--- src/rtl/swc_pkg.sv ---
package swc_pkg;
  typedef enum logic [1:0] {
    LVL_IDLE     = 2'd0,
    LVL_MASKABLE = 2'd1,
    LVL_NMI      = 2'd2,
    LVL_DEBUG    = 2'd3
  } exc_level_e;

  // Non-maskable wake vectors unless the core is in debug-only processing
  function automatic logic nmi_enters(input logic [1:0] lvl);
    return lvl != LVL_DEBUG;
  endfunction

  // Maskable wake vectors only with master enable and a low level
  function automatic logic mask_enters(input logic mie, input logic [1:0] lvl);
    return mie && (lvl == LVL_IDLE || lvl == LVL_MASKABLE);
  endfunction

  function automatic logic is_one_hot(input logic [7:0] w);
    return $countones(w) == 1;
  endfunction
endpackage

--- src/rtl/swc_mode_reg.sv ---
module swc_mode_reg #(
  parameter int unsigned MODE_W = 4
) (
  input  logic              clk,
  input  logic              rst_n,
  input  logic              wr,
  input  logic [MODE_W-1:0] wdata,
  input  logic              clear,
  output logic [MODE_W-1:0] mode_q,
  output logic              write_ok
);
  localparam int unsigned PADW = 8 - MODE_W;

  assign write_ok = wr && (mode_q == '0) && swc_pkg::is_one_hot({{PADW{1'b0}}, wdata});

  always_ff @(posedge clk or negedge rst_n) begin
    if (!rst_n)        mode_q <= '0;
    else if (clear)    mode_q <= '0;
    else if (write_ok) mode_q <= wdata;
  end
endmodule

--- src/rtl/swc_wake_eval.sv ---
module swc_wake_eval #(
  parameter int unsigned N_SRC = 8
) (
  input  logic             nmi_req,
  input  logic [N_SRC-1:0] irq_req,
  input  logic [N_SRC-1:0] irq_en,
  input  logic             mie,
  input  logic [1:0]       exc_level,
  output logic             mask_hit,
  output logic             wake,
  output logic             vector
);
  logic [N_SRC-1:0] hit;

  for (genvar g = 0; g < N_SRC; g++) begin : g_src
    assign hit[g] = irq_req[g] & irq_en[g];
  end

  assign mask_hit = |hit;
  assign wake     = nmi_req | mask_hit;
  assign vector   = (nmi_req && swc_pkg::nmi_enters(exc_level)) ||
                    (mask_hit && swc_pkg::mask_enters(mie, exc_level));
endmodule

--- src/rtl/swc_resume_seq.sv ---
module swc_resume_seq (
  input  logic clk,
  input  logic rst_n,
  input  logic in_standby,
  input  logic wake,
  input  logic vector,
  output logic wake_fire,
  output logic release_q,
  output logic take_q
);
  logic vec_q;

  assign wake_fire = in_standby & wake;

  always_ff @(posedge clk or negedge rst_n) begin
    if (!rst_n) begin
      release_q <= 1'b0;
      vec_q     <= 1'b0;
      take_q    <= 1'b0;
    end else begin
      release_q <= wake_fire;
      vec_q     <= wake_fire & vector;
      take_q    <= release_q & vec_q;
    end
  end
endmodule

--- src/rtl/standby_wake_ctrl.sv ---
module standby_wake_ctrl #(
  parameter int unsigned N_SRC  = 8,
  parameter int unsigned MODE_W = 4
) (
  input  logic              clk,
  input  logic              rst_n,
  input  logic              mode_wr,
  input  logic [MODE_W-1:0] mode_wdata,
  input  logic              nmi_req,
  input  logic [N_SRC-1:0]  irq_req,
  input  logic [N_SRC-1:0]  irq_en,
  input  logic              mie,
  input  logic [1:0]        exc_level,
  output logic [MODE_W-1:0] standby_mode,
  output logic              cpu_hold,
  output logic              cpu_release,
  output logic              take_irq
);
  logic write_ok;
  logic mask_hit;
  logic wake_any;
  logic vector_dec;
  logic wake_fire;

  swc_wake_eval #(.N_SRC(N_SRC)) u_eval (
    .nmi_req   (nmi_req),
    .irq_req   (irq_req),
    .irq_en    (irq_en),
    .mie       (mie),
    .exc_level (exc_level),
    .mask_hit  (mask_hit),
    .wake      (wake_any),
    .vector    (vector_dec)
  );

  swc_resume_seq u_seq (
    .clk        (clk),
    .rst_n      (rst_n),
    .in_standby (cpu_hold),
    .wake       (wake_any),
    .vector     (vector_dec),
    .wake_fire  (wake_fire),
    .release_q  (cpu_release),
    .take_q     (take_irq)
  );

  swc_mode_reg #(.MODE_W(MODE_W)) u_mode (
    .clk      (clk),
    .rst_n    (rst_n),
    .wr       (mode_wr),
    .wdata    (mode_wdata),
    .clear    (wake_fire),
    .mode_q   (standby_mode),
    .write_ok (write_ok)
  );

  assign cpu_hold = |standby_mode;
endmodule

--- config.mk ---
export PLATFORM = sky130hd
export DESIGN_NAME = standby_wake_ctrl
export DESIGN_NICKNAME = d
export VERILOG_FILES = /design/src/rtl/swc_pkg.sv /design/src/rtl/swc_mode_reg.sv /design/src/rtl/swc_wake_eval.sv /design/src/rtl/swc_resume_seq.sv /design/src/rtl/standby_wake_ctrl.sv
export SDC_FILE = /design/constraint.sdc
export NUM_CORES = 1
export LEC_CHECK = 0
export BUFFER_PORTS_ARGS = -buffer_cell sky130_fd_sc_hd__buf_2
export CORE_AREA = 8 8 45 47
export DETAILED_ROUTE_END_ITERATION = 7
export DIE_AREA = 0 0 53 55
export MAX_ROUTING_LAYER = met4
export PLACE_DENSITY = 0.67
export SLEW_MARGIN = 20
export SYNTH_ARGS = -nofsm -noshare
export SYNTH_HDL_FRONTEND = slang
export SYNTH_SLANG_ARGS = --single-unit
--- constraint.sdc ---
create_clock -name clk -period 1.48 [get_ports clk]
set_clock_uncertainty 0.1 [all_clocks]
set_input_delay 0.296 -clock clk [delete_from_list [all_inputs] [get_ports clk]]
set_output_delay 0.296 -clock clk [all_outputs]
set_load 0.02 [all_outputs]
==> impl_metrics.sql, run 1 <==
INSERT INTO impl_metrics (metric_group, metric, value, unit) VALUES
('detailed_routing', 'routed_wire_length_per_instance', '13.5', 'um'),
('yosys', 'yosys_warnings', '0', ''),
('yosys', 'synth.largest_area_cell', 'sky130_fd_sc_hd__dfrtp_1', ''),
('timing', 'maxSlewHeadroom', '72.7', '%'),
('grt', 'global_route_wire_length_before_repair', '2020', 'um'),
('power', 'ir_drop', '0.581', 'mV'),
('yosys', 'top_cell_types_by_occurrence_after_synthesis', '7 x sky130_fd_sc_hd__dfrtp_1, 5 x sky130_fd_sc_hd__a21oi_1, 4 x sky130_fd_sc_hd__a22oi_1, 4 x sky130_fd_sc_hd__nor3_1, 4 x sky130_fd_sc_hd__o21ai_0', ''),
('setup_path', 'cp_cell_sequence', 'buf_8 -> ha_4 -> ha_4 -> fa_1 -> nor4bb_4 -> a21oi_1 -> nor3_1', ''),
('clock_tree', 'cts_sinks', '7', ''),
('power', 'p_clk_share', '15.1', '%'),
('power', 'power_frac_comb', '57.3', '%'),
('yosys', 'mappedNetlistNets', '70', ''),
('timing', 'timing.hold.ws', '152', 'ps'),
('detailed_routing', 'drt.antenna.violating_nets', '0', ''),
('detailed_routing', 'drt_first_pass_iters', '4', ''),
('place', 'routabilityCongestion', '0.850', ''),
('power', 'internal-power', '0.000627', 'W'),
('yosys', 'edff_count_synth', '0', ''),
('timing', 'minimum_clock_period_after_layout', '1870', 'ps'),
('setup_path', 'worst-endpoint-required', '1530', 'ps'),
('detailed_routing', 'vias_per_cell', '5.07', ''),
('layout', 'register_area', '175', 'um^2'),
('place', 'dp_cells', '91', ''),
('timing', 'min_period_over_period', '127', '%'),
('clock_tree', 'clock-root-buffer', 'sky130_fd_sc_hd__clkbuf_4', ''),
('clock_tree', 'cts_buffer_depth', '2', ''),
('status', 'outcome', 'finished, violations left', ''),
('layout', 'area.growth.synth_to_final', '77.9', '%'),
('setup_path', 'cpMostUsedCell', 'sky130_fd_sc_hd__ha_4', ''),
('layout', 'design.final.nets', '112', ''),
('floorplan', 'ioPinCount', '34', ''),
('clock_tree', 'clock_buffers_created_by_tritoncts', '3', ''),
('power', 'cellPowerDensity', '1410', 'mW/mm^2'),
('detailed_routing', 'dr.first_iter.drc_count', '10', ''),
('layout', 'fillerInstances', '137', ''),
('yosys', 'synth-main-ff-cell', 'sky130_fd_sc_hd__dfrtp_1', ''),
('power', 'netSwitchingPower', '0.000465', 'W'),
('flow_run', 'timing.max_cap.violations', '0', ''),
('setup_path', 'slowest_stage', 'sky130_fd_sc_hd__fa_1', ''),
('detailed_routing', 'drt-total-wl', '1300', 'um'),
('grt', 'grt-ovfl-total', '0', ''),
('clock_tree', 'cts.reportedPaths.clkPinSlew', '50', 'ps'),
('setup_path', 'critical_path.startpoint_type', 'primary input', ''),
('detailed_routing', 'via_count', '487', ''),
('timing', 'finalMaxSlewViolations', '0', ''),
('clock_tree', 'clock_insertion_delay_at_the_later_pin_of_the_skew_report', '240', 'ps'),
('yosys', 'yosys.cell_types.count', '16', ''),
('hold_path', 'min-delay-path-class', 'in -> reg', ''),
('yosys', 'ys_ff_latch', '7', ''),
('setup_path', 'cp_num_buf_inv', '1', ''),
('floorplan', 'fp-row-count', '14', ''),
('setup_path', 'crit_fanout', '4', ''),
('layout', 'final_design_area_no_fill', '774', 'um^2'),
('yosys', 'synth-async-reset-ratio', '100', '%'),
('grt', 'grt_start_max_net_pins', '9', ''),
('layout', 'layout-drive-gt1-share', '61.3', '%'),
('yosys', 'netlist_area', '435', 'um^2'),
('grt', 'grt_antenna_before_repair', '0', ''),
('timing', 'final-setup-viol-count', '5', ''),
('floorplan', 'die_width', '53', 'um'),
('place', 'placement.io_buffers', '33', ''),
('timing', 'postLayoutSetupSlackWorst', '-394', 'ps'),
('place', 'hpwl', '1120', 'um'),
('floorplan', 'dieArea', '0.00292', 'mm^2'),
('timing', 'worst-slew-pin-transition', '405', 'ps'),
('setup_path', 'path_delay_family', 'adder cells', ''),
('place', 'area_after_detailed_placement', '696', 'um^2'),
('status', 'violations_in_the_final_reports', 'negative setup slack', ''),
('yosys', 'seq_area_frac_synth', '40.2', '%'),
('clock_tree', 'cts.repair_timing.setup_buffer_count', '0', ''),
('setup_path', 'setup.worst_path.class', 'in -> reg', '');
-- repair_timing --
item | CTS | global route
endpoints found under the setup margin | 5 | 5
endpoints found under the hold margin | 7 | 0
hold buffers | 1 | 0
cloned | 0 | 0
pin swaps | 2 | 5
resized for setup | 6 | 4
-- layout by cell type, fill, tap and decap left out --
cell,n
sky130_fd_sc_hd__buf_4,3
sky130_fd_sc_hd__dlygate4sd3_1,1
sky130_fd_sc_hd__nor4_4,1
sky130_fd_sc_hd__a22oi_1,4
sky130_fd_sc_hd__buf_6,3
sky130_fd_sc_hd__a21oi_2,1
sky130_fd_sc_hd__o41ai_2,1
sky130_fd_sc_hd__o21ai_0,4
sky130_fd_sc_hd__nor3_1,2
sky130_fd_sc_hd__ha_4,3
sky130_fd_sc_hd__and2_1,1
sky130_fd_sc_hd__and4_1,1
sky130_fd_sc_hd__nor3_2,2
sky130_fd_sc_hd__nor4bb_4,1
sky130_fd_sc_hd__buf_8,1
sky130_fd_sc_hd__a211o_1,1
sky130_fd_sc_hd__a21oi_1,4
sky130_fd_sc_hd__o41ai_1,1
sky130_fd_sc_hd__inv_1,3
sky130_fd_sc_hd__dfrtp_1,7
sky130_fd_sc_hd__clkbuf_1,1
sky130_fd_sc_hd__fa_1,1
sky130_fd_sc_hd__buf_2,29
sky130_fd_sc_hd__a41oi_2,1
sky130_fd_sc_hd__clkbuf_4,3
-- per-stage QoR --
step	power [W]	setup TNS (ps)
global placement	0.000889	-2330
floorplan	0.000662	-1690
detailed placement	0.000894	-2470
global route	0.00118	-2050
CTS	0.00107	-1530
finish	0.00109	-1610
-- sequential cells by signal (all words and copies together), names as in the netlist --
signal and cells:
u_seq.release_q 1, u_mode.mode_q 4, u_seq.vec_q 1, u_seq.take_q 1
-- cell type report --
class	count	area share, %
Multi-Input combinational cell	29	40.7
Timing Repair Buffer	37	29.2
Inverter	3	1.45
Clock buffer	4	3.39
Sequential cell	7	22.6
Tap cell	16	2.58
-- power groups by stage --
stage	clock network, W	registers [W]	logic [W]
floorplan	0	0.000349	0.000312
global placement	0	0.000299	0.000590
detailed placement	0	0.000302	0.000592
CTS	0.000172	0.000299	0.000604
global route	0.000193	0.000304	0.000683
finish	0.000165	0.000301	0.000626
-- cells by family (layout without fill, tap and decap cells) --
group	Yosys count	in the layout	synth area share (%)
buffers and inverters	3	44	2.59
adders and majority gates	4	4	13.2
and+or+nand+nor	8	8	15.2
AOI/OAI and AO/OA	17	17	28.7
DFF	7	7	40.2
-- final timing paths --
check                      slack (ps)                to  depth (start not counted)             start
max                              -390  u_mode.mode_q[3]                          7     mode_wdata[0]
min                               150       u_seq.vec_q                          2      exc_level[1]
max reg2reg                         0  u_mode.mode_q[3]                          3  u_mode.mode_q[1]
min reg2reg                       350      u_seq.take_q                          1       u_seq.vec_q
max in group asynchronous         830  u_mode.mode_q[1]                          2             rst_n
min in group asynchronous         300  u_mode.mode_q[2]                          2             rst_n
-- routing by layer --
layer / vias up / part of all wire (%) / track usage [%]
li1: 237 / - / -
met3: 2 / 8.8 / 3.21
met4: 0 / 1.1 / 4.74
met5: - / 0 / -
met2: 23 / 58 / 18.8
met1: 225 / 32 / 8.18
Power figures use the tool's default switching activity.
==> run 2: changes to the inputs <==
--- a/config.mk
+++ b/config.mk
@@ -5,12 +5,13 @@
 export SDC_FILE = /design/constraint.sdc
 export NUM_CORES = 1
 export LEC_CHECK = 0
+export ABC_AREA = 1
 export BUFFER_PORTS_ARGS = -buffer_cell sky130_fd_sc_hd__buf_2
 export CORE_AREA = 8 8 45 47
 export DETAILED_ROUTE_END_ITERATION = 7
 export DIE_AREA = 0 0 53 55
 export MAX_ROUTING_LAYER = met4
-export PLACE_DENSITY = 0.67
+export PLACE_DENSITY = 0.7
 export SLEW_MARGIN = 20
 export SYNTH_ARGS = -nofsm -noshare
 export SYNTH_HDL_FRONTEND = slang
==> run 2 against run 1 <==
- sequential share of layout area fell by 0.84 points
- the flow still finishes with violations (negative setup slack)
- utilization rose by 2.2 points
- fmax rose by 14%
- power fell by 21%
- first-iteration DRC count fell by 60%
- critical endpoint is now u_mode.mode_q[1]
- sequential power fell by 16%
- routed wire length fell by 2.5%
- critical path depth rose by 2
==> impl_metrics.sql, run 2 <==
INSERT INTO impl_metrics (metric_group, metric, value, unit) VALUES
('layout', 'design.final.nets', '137', ''),
('place', 'hpwl', '1070', 'um'),
('setup_path', 'r2r_start', 'u_mode.mode_q[0]', ''),
('grt', 'grt_start_max_net_pins', '8', ''),
('timing', 'finalMaxSlewViolations', '0', ''),
('floorplan', 'chipHeight', '55', 'um'),
('place', 'placement.io_buffers', '33', ''),
('setup_path', 'worst-r2r-setup-slack', '300', 'ps'),
('grt', 'use_met1', '10.2', '%'),
('clock_tree', 'cts_sinks', '7', ''),
('floorplan', 'core_region_area', '0.00138', 'mm^2'),
('timing', 'minimum_clock_period_after_layout', '1650', 'ps'),
('grt', 'track_usage', '9.40', '%'),
('yosys', 'synth-async-reset-ratio', '100', '%'),
('yosys', 'synth-main-ff-cell', 'sky130_fd_sc_hd__dfrtp_1', ''),
('detailed_routing', 'detail_route.drc_violations', '0', ''),
('grt', 'first_global_vias', '528', ''),
('hold_path', 'holdPathEnd', 'u_seq.vec_q', ''),
('setup_path', 'critical_path.endpoint_type', 'register', ''),
('setup_path', 'worst-endpoint-required', '1570', 'ps'),
('layout', 'max_ffs_per_register', '4', ''),
('hold_path', 'worst_hold_path.num_cells', '4', ''),
('yosys', 'dominant_cell_by_count_in_the_synthesized_netlist', 'sky130_fd_sc_hd__nand2_1', ''),
('power', 'share_seq_of_total_power', '29.1', '%'),
('yosys', 'netlist_area', '470', 'um^2'),
('floorplan', 'ioPinCount', '34', ''),
('flow_run', 'timing.max_cap.violations', '0', ''),
('yosys', 'syn-instance-count', '63', ''),
('layout', 'layout-drive-gt1-share', '54.3', '%'),
('clock_tree', 'cts_buffer_depth', '2', ''),
('setup_path', 'critical_path_arrival', '1740', 'ps'),
('setup_path', 'timing.critical_path.slowest_cell_delay', '480', 'ps'),
('yosys', 'yosys_warnings', '0', ''),
('clock_tree', 'clock_insertion_delay_at_the_later_pin_of_the_skew_report', '250', 'ps'),
('layout', 'n_antenna_cell', '0', ''),
('power', 'cellPowerDensity', '1080', 'mW/mm^2'),
('layout', 'fillerInstances', '114', ''),
('setup_path', 'cp_num_buf_inv', '2', ''),
('grt', 'gr-usage-met3', '4.01', '%'),
('setup_path', 'path_delay_family', 'adder cells', ''),
('place', 'routabilityCongestion', '0.678', ''),
('clock_tree', 'clock_buffers_created_by_tritoncts', '3', ''),
('power', 'internal-power', '0.000527', 'W'),
('clock_tree', 'clock-root-buffer', 'sky130_fd_sc_hd__clkbuf_4', ''),
('detailed_routing', 'drt_first_pass_iters', '2', ''),
('yosys', 'ys_ff_latch', '7', ''),
('power', 'p_clk_share', '19.5', '%'),
('yosys', 'top_cell_types_by_occurrence_after_synthesis', '24 x sky130_fd_sc_hd__nand2_1, 10 x sky130_fd_sc_hd__inv_1, 7 x sky130_fd_sc_hd__dfrtp_1, 4 x sky130_fd_sc_hd__nand3_1', ''),
('layout', 'layout_common_cells', '28 x sky130_fd_sc_hd__buf_2, 23 x sky130_fd_sc_hd__nand2_1, 8 x sky130_fd_sc_hd__inv_1', ''),
('timing', 'timing_hold_violations_final', '0', ''),
('layout', 'core_occupancy_in_the_finished_layout', '58.1', '%'),
('yosys', 'yosysTopAreaCellShare', '37.2', '%'),
('hold_path', 'worst_hold_startpoint', 'exc_level[0]', ''),
('yosys', 'syn-mean-instance-area', '7.47', 'um^2'),
('grt', 'global_route_wire_length_before_repair', '1990', 'um'),
('timing', 'final-setup-viol-count', '5', ''),
('detailed_routing', 'via_count', '513', ''),
('floorplan', 'initial_utilization', '34.0', '%'),
('detailed_routing', 'vias_per_cell', '4.24', ''),
('setup_path', 'cp_cell_sequence', 'buf_8 -> ha_4 -> ha_4 -> fa_1 -> nor3_4 -> nand3_1 -> nand2_1 -> nand2_1 -> inv_1', ''),
('layout', 'registers.top_by_ff_count', 'u_mode.mode_q', ''),
('setup_path', 'rr_worst_depth', '8', ''),
('grt', 'grt.busiest_layer', 'met2', ''),
('floorplan', 'dieArea', '0.00292', 'mm^2'),
('yosys', 'synth.largest_area_cell', 'sky130_fd_sc_hd__dfrtp_1', ''),
('layout', 'final_design_area_no_fill', '805', 'um^2'),
('timing', 'timing.hold.ws', '269', 'ps'),
('yosys', 'mappedNetlistNets', '94', ''),
('grt', 'globalRouteMet2Util', '15.4', '%'),
('grt', 'grt_antenna_before_repair', '0', ''),
('power', 'netSwitchingPower', '0.000340', 'W'),
('power', 'ir_drop', '0.431', 'mV'),
('timing', 'maxSlewHeadroom', '86.5', '%'),
('power', 'power_frac_comb', '51.3', '%'),
('place', 'placement.setup.worst_slack', '-445', 'ps'),
('layout', 'area.growth.synth_to_final', '71.0', '%'),
('yosys', 'yosys.cell_types.count', '15', ''),
('floorplan', 'fp-row-count', '14', ''),
('timing', 'max_freq', '608', 'MHz'),
('clock_tree', 'tritoncts', 'yes', ''),
('clock_tree', 'cts.reportedPaths.clkPinSlew', '50', 'ps'),
('timing', 'rsz0062_at_grt', 'yes', ''),
('setup_path', 'crit_fanout', '4', ''),
('detailed_routing', 'drt.antenna.violating_nets', '0', ''),
('clock_tree', 'htree_num_levels', '1', ''),
('hold_path', 'min-delay-path-class', 'in -> reg', ''),
('timing', 'min_period_over_period', '111', '%'),
('status', 'outcome', 'finished, violations left', ''),
('yosys', 'synth.top_cells.by_area', 'sky130_fd_sc_hd__dfrtp_1 37%, sky130_fd_sc_hd__nand2_1 19%, sky130_fd_sc_hd__ha_1 8.0%', ''),
('floorplan', 'die_width', '53', 'um'),
('yosys', 'seq_area_frac_synth', '37.2', '%'),
('status', 'violations_in_the_final_reports', 'negative setup slack', ''),
('layout', 'final_common_cell', 'sky130_fd_sc_hd__buf_2', ''),
('power', 'power', '0.000867', 'W'),
('setup_path', 'setup.worst_path.class', 'in -> reg', ''),
('yosys', 'edff_count_synth', '0', ''),
('detailed_routing', 'dr.first_iter.drc_count', '4', ''),
('timing', 'postLayoutSetupSlackWorst', '-165', 'ps'),
('power', 'static-leakage-power', '0.500', 'nW'),
('setup_path', 'slowest_stage', 'sky130_fd_sc_hd__fa_1', ''),
('grt', 'grt-ovfl-total', '0', ''),
('place', 'area_after_detailed_placement', '701', 'um^2'),
('setup_path', 'critical_path.startpoint_type', 'primary input', ''),
('timing', 'worst-slew-pin-transition', '202', 'ps'),
('setup_path', 'r2r-end', 'u_mode.mode_q[3]', ''),
('power', 'switching_share', '39.2', '%'),
('detailed_routing', 'routed_wire_length_per_instance', '10.5', 'um'),
('detailed_routing', 'drt-total-wl', '1270', 'um');
[run 2: worst min-delay path, cell delays in order]
cell                      delay [ps]
sky130_fd_sc_hd__buf_2            70
sky130_fd_sc_hd__a21oi_1          50
sky130_fd_sc_hd__a21oi_1         110
sky130_fd_sc_hd__nor2_1           50
[run 2: worst max-delay path by stage]
stage / start / endpoint / slack [ps] / cells after the start
5_1_grt: mode_wdata[0] / u_mode.mode_q[1] / -240 / 9
2_1_floorplan: mode_wdata[0] / u_mode.mode_q[0] / -230 / 8
3_5_place_dp: mode_wdata[0] / u_mode.mode_q[2] / -450 / 9
6_report: mode_wdata[0] / u_mode.mode_q[1] / -170 / 9
3_3_place_gp: mode_wdata[2] / u_mode.mode_q[0] / -420 / 9
4_1_cts: mode_wdata[0] / u_mode.mode_q[1] / -160 / 9
[run 2: per-layer routing]
layer,part of all wire [%],routed length (um),vias up
li1,-,-,272
met1,47,596,211
met2,43,548,30
met3,9.7,123,0
met4,0,0,0
met5,0,0,-
[run 2: cell type report]
| cell class | count | area [um^2] | share of cell area [%] |
|---|---|---|---|
| well taps | 16 | 20.0 | 2.49 |
| clock inverters | 1 | 5.00 | 0.622 |
| flip-flops and latches | 7 | 175 | 21.8 |
| clock buffers | 3 | 22.5 | 2.80 |
| multi-input cells | 43 | 293 | 36.4 |
| inverters | 13 | 48.8 | 6.07 |
| repair buffers | 38 | 240 | 29.9 |
[run 2: power groups by stage]
stage,combinational [W],sequential (W),clock [W]
2_1_floorplan,0.000207,0.000298,0
3_3_place_gp,0.000368,0.000254,0
3_5_place_dp,0.000378,0.000255,0
4_1_cts,0.000414,0.000251,0.000175
5_1_grt,0.000493,0.000257,0.000188
6_report,0.000445,0.000252,0.000169
[run 2: timing repair]
action	4_1_cts	5_1_grt
endpoints found under the setup margin	5	5
hold buffers	1	0
setup buffers	1	2
pin swaps	5	2
resized for setup	10	3
endpoints found under the hold margin	7	0
[run 2: stage by stage]
stage                     TNS (ps)  std cells
after floorplan               -897         63
after global placement       -1640        113
after detailed placement     -1760        113
after CTS                     -646        119
after global routing          -959        121
final                         -633        121
[run 2: cell families after synthesis]
logic type | count (synthesis) | synth area share [%]
flip-flops | 7 | 37.2
buffers and inverters | 13 | 10.4
AO/OA/AOI/OAI | 2 | 2.13
adder cells (fa/ha/maj) | 4 | 12.2
AND/OR/NAND/NOR | 37 | 38.0
==> run 3: changes to the inputs <==
--- a/config.mk
+++ b/config.mk
@@ -7,11 +7,13 @@
 export LEC_CHECK = 0
 export ABC_AREA = 1
 export BUFFER_PORTS_ARGS = -buffer_cell sky130_fd_sc_hd__buf_2
-export CORE_AREA = 8 8 45 47
+export CELL_PAD_IN_SITES_DETAIL_PLACEMENT = 1
+export CELL_PAD_IN_SITES_GLOBAL_PLACEMENT = 1
+export CORE_MARGIN = 8
+export CORE_UTILIZATION = 25
 export DETAILED_ROUTE_END_ITERATION = 7
-export DIE_AREA = 0 0 53 55
 export MAX_ROUTING_LAYER = met4
-export PLACE_DENSITY = 0.7
+export PLACE_DENSITY = 0.74
 export SLEW_MARGIN = 20
 export SYNTH_ARGS = -nofsm -noshare
 export SYNTH_HDL_FRONTEND = slang
==> run 3 against run 2 <==
- the run still ends with negative setup slack left
- via count increased by 7.4%
- sequential share of layout area shrank 0.40 points
- die area increased by 21%
- count of clock-buffer cells in the layout unchanged
- final cell count increased by 7.4%
- global-route usage grew 0.23 points
- critical path type unchanged
- largest cell class unchanged
- highest routed layer is now met4
==> impl_metrics.sql, run 3 (synthesized netlist as in run 2, its figures left out) <==
INSERT INTO impl_metrics (metric_group, metric, value, unit) VALUES
('status', 'outcome', 'finished, violations left', ''),
('status', 'violations_in_the_final_reports', 'negative setup slack', ''),
('clock_tree', 'clock_buffers_created_by_tritoncts', '3', ''),
('layout', 'n_antenna_cell', '0', ''),
('power', 'p_clk_share', '19.8', '%'),
('setup_path', 'rr_worst_depth', '8', ''),
('grt', 'track_usage', '9.62', '%'),
('layout', 'final_common_cell', 'sky130_fd_sc_hd__buf_2', ''),
('place', 'dp_cells', '122', ''),
('layout', 'layout_common_cells', '28 x sky130_fd_sc_hd__buf_2, 23 x sky130_fd_sc_hd__nand2_1, 8 x sky130_fd_sc_hd__inv_1', ''),
('floorplan', 'dieArea', '0.00353', 'mm^2'),
('detailed_routing', 'vias_per_cell', '4.24', ''),
('clock_tree', 'cts_sinks', '7', ''),
('detailed_routing', 'via_count', '551', ''),
('floorplan', 'ioPinCount', '34', ''),
('detailed_routing', 'detail_route.drc_violations', '0', ''),
('floorplan', 'fp-row-count', '15', ''),
('setup_path', 'worst-endpoint-required', '1580', 'ps'),
('detailed_routing', 'drt.antenna.violating_nets', '0', ''),
('place', 'placement.io_buffers', '33', ''),
('power', 'power_frac_comb', '53.0', '%'),
('floorplan', 'initial_utilization', '27.0', '%'),
('layout', 'layout-drive-gt1-share', '54.3', '%'),
('layout', 'area.growth.synth_to_final', '74.2', '%'),
('grt', 'global_route_wire_length_before_repair', '2490', 'um'),
('detailed_routing', 'routed_wire_length_per_instance', '12.6', 'um'),
('floorplan', 'chipHeight', '59.4', 'um'),
('layout', 'max_ffs_per_register', '4', ''),
('layout', 'registers.top_by_ff_count', 'u_mode.mode_q', ''),
('hold_path', 'worst_hold_startpoint', 'exc_level[0]', ''),
('setup_path', 'setup.worst_path.class', 'in -> reg', ''),
('power', 'static-leakage-power', '0.502', 'nW'),
('power', 'netSwitchingPower', '0.000372', 'W'),
('timing', 'maxSlewHeadroom', '85.9', '%'),
('power', 'internal-power', '0.000554', 'W'),
('flow_run', 'timing.max_cap.violations', '0', ''),
('timing', 'worst-slew-pin-transition', '211', 'ps'),
('clock_tree', 'htree_num_levels', '1', ''),
('clock_tree', 'cts_buffer_depth', '2', ''),
('timing', 'minimum_clock_period_after_layout', '1680', 'ps'),
('detailed_routing', 'drt_first_pass_iters', '4', ''),
('power', 'switching_share', '40.2', '%'),
('detailed_routing', 'dr.first_iter.drc_count', '5', ''),
('timing', 'timing_hold_violations_final', '0', ''),
('clock_tree', 'clock_insertion_delay_at_the_later_pin_of_the_skew_report', '260', 'ps'),
('setup_path', 'r2r_start', 'u_mode.mode_q[3]', ''),
('timing', 'finalMaxSlewViolations', '0', ''),
('timing', 'min_period_over_period', '114', '%'),
('grt', 'grt_antenna_before_repair', '0', ''),
('layout', 'design.final.nets', '137', ''),
('grt', 'grt-ovfl-total', '0', ''),
('clock_tree', 'clock-root-buffer', 'sky130_fd_sc_hd__clkbuf_4', ''),
('detailed_routing', 'drt-total-wl', '1640', 'um'),
('layout', 'post_layout_nonfiller_instances', '130', ''),
('timing', 'rsz0062_at_grt', 'yes', ''),
('place', 'routabilityCongestion', '0.754', ''),
('timing', 'final-setup-viol-count', '5', ''),
('power', 'ir_drop', '0.352', 'mV'),
('grt', 'first_global_vias', '628', ''),
('power', 'cellPowerDensity', '1130', 'mW/mm^2'),
('power', 'power', '0.000927', 'W'),
('layout', 'fillerInstances', '226', ''),
('timing', 'postLayoutSetupSlackWorst', '-203', 'ps'),
('setup_path', 'worst-r2r-setup-slack', '240', 'ps'),
('hold_path', 'worst_hold_path.num_cells', '4', ''),
('setup_path', 'critical_path.startpoint_type', 'primary input', ''),
('setup_path', 'critical_path_arrival', '1780', 'ps'),
('setup_path', 'r2r-end', 'u_mode.mode_q[2]', ''),
('timing', 'max_freq', '594', 'MHz'),
('hold_path', 'min-delay-path-class', 'in -> reg', ''),
('clock_tree', 'tritoncts', 'yes', ''),
('setup_path', 'setup.worst_path.start', 'mode_wdata[0]', ''),
('setup_path', 'crit_fanout', '4', ''),
('setup_path', 'critical_path.endpoint_type', 'register', ''),
('place', 'hpwl', '1410', 'um'),
('floorplan', 'core_region_area', '0.00175', 'mm^2'),
('grt', 'grt_start_max_net_pins', '8', ''),
('floorplan', 'die_width', '59.4', 'um'),
('power', 'share_seq_of_total_power', '27.2', '%'),
('clock_tree', 'cts.reportedPaths.clkPinSlew', '60', 'ps'),
('hold_path', 'holdPathEnd', 'u_seq.vec_q', '');
==> run 3: changes by cell type in the layout (fill, tap and decap cells not counted) <==
cell,change
sky130_fd_sc_hd__buf_8,+1
sky130_fd_sc_hd__buf_6,-1
==> run 3: power by group through the flow <==
stage / Sequential [W] / Clock, W / Combinational (W)
after global placement: 0.000254 / 0 / 0.000374
after CTS: 0.000253 / 0.000189 / 0.000423
after global routing: 0.000259 / 0.000202 / 0.000537
after floorplan: 0.000298 / 0 / 0.000207
after detailed placement: 0.000256 / 0 / 0.000390
final: 0.000252 / 0.000183 / 0.000491
==> run 3: layout make-up <==
class,instances,area [um^2],area share (%)
Inverter,13,48.8,5.95
Clock buffer,3,22.5,2.75
Clock inverter,1,5.00,0.611
Timing Repair Buffer,38,244,29.8
Sequential cell,7,175,21.4
Multi-Input combinational cell,43,293,35.7
Tap cell,25,31.3,3.82
==> run 3: metal layers <==
metal  routed length, um  share of wire [%]  track usage [%]
met4                  23                1.4             5.12
met2                 865                 53             16.5
met5                   0                  0                -
met3                 158                9.7             4.56
met1                 589                 36             8.64
==> run 3: how the worst max path moves through the flow <==
| stage | endpoint | cells past startpoint |
|---|---|---|
| after floorplan | u_mode.mode_q[0] | 8 |
| after global placement | u_mode.mode_q[3] | 9 |
| after detailed placement | u_mode.mode_q[0] | 9 |
| after CTS | u_mode.mode_q[0] | 9 |
| after global routing | u_mode.mode_q[2] | 9 |
| final | u_mode.mode_q[0] | 9 |
==> run 3: repair_timing <==
action	CTS	global route
setup endpoints to repair	5	5
endpoints found under the hold margin	7	0
hold buffers	1	0
resized for setup	13	3
pin swaps	4	2
buffers inserted	0	3
==> run 3: critical path: stages <==
cell and delay [ps]:
sky130_fd_sc_hd__buf_8 100, sky130_fd_sc_hd__ha_4 230, sky130_fd_sc_hd__ha_4 150, sky130_fd_sc_hd__fa_1 500, sky130_fd_sc_hd__nor3_4 200, sky130_fd_sc_hd__nand3_1 120
sky130_fd_sc_hd__nand2_1 80, sky130_fd_sc_hd__nand2_1 50, sky130_fd_sc_hd__inv_1 50
==> run 3: stage by stage <==
step                      setup WS (ps)  TNS (ps)  hold WS (ps)  area, um^2  utilization, %
after global routing               -324     -1250           272         820            47.0
after CTS                          -202      -781           256         787            45.1
final                              -203      -794           258         820            47.0
after detailed placement           -494     -1920          41.5         712            40.8
after global placement             -432     -1690          33.5         712            40.8
after floorplan                    -229      -897         -99.6         508               -
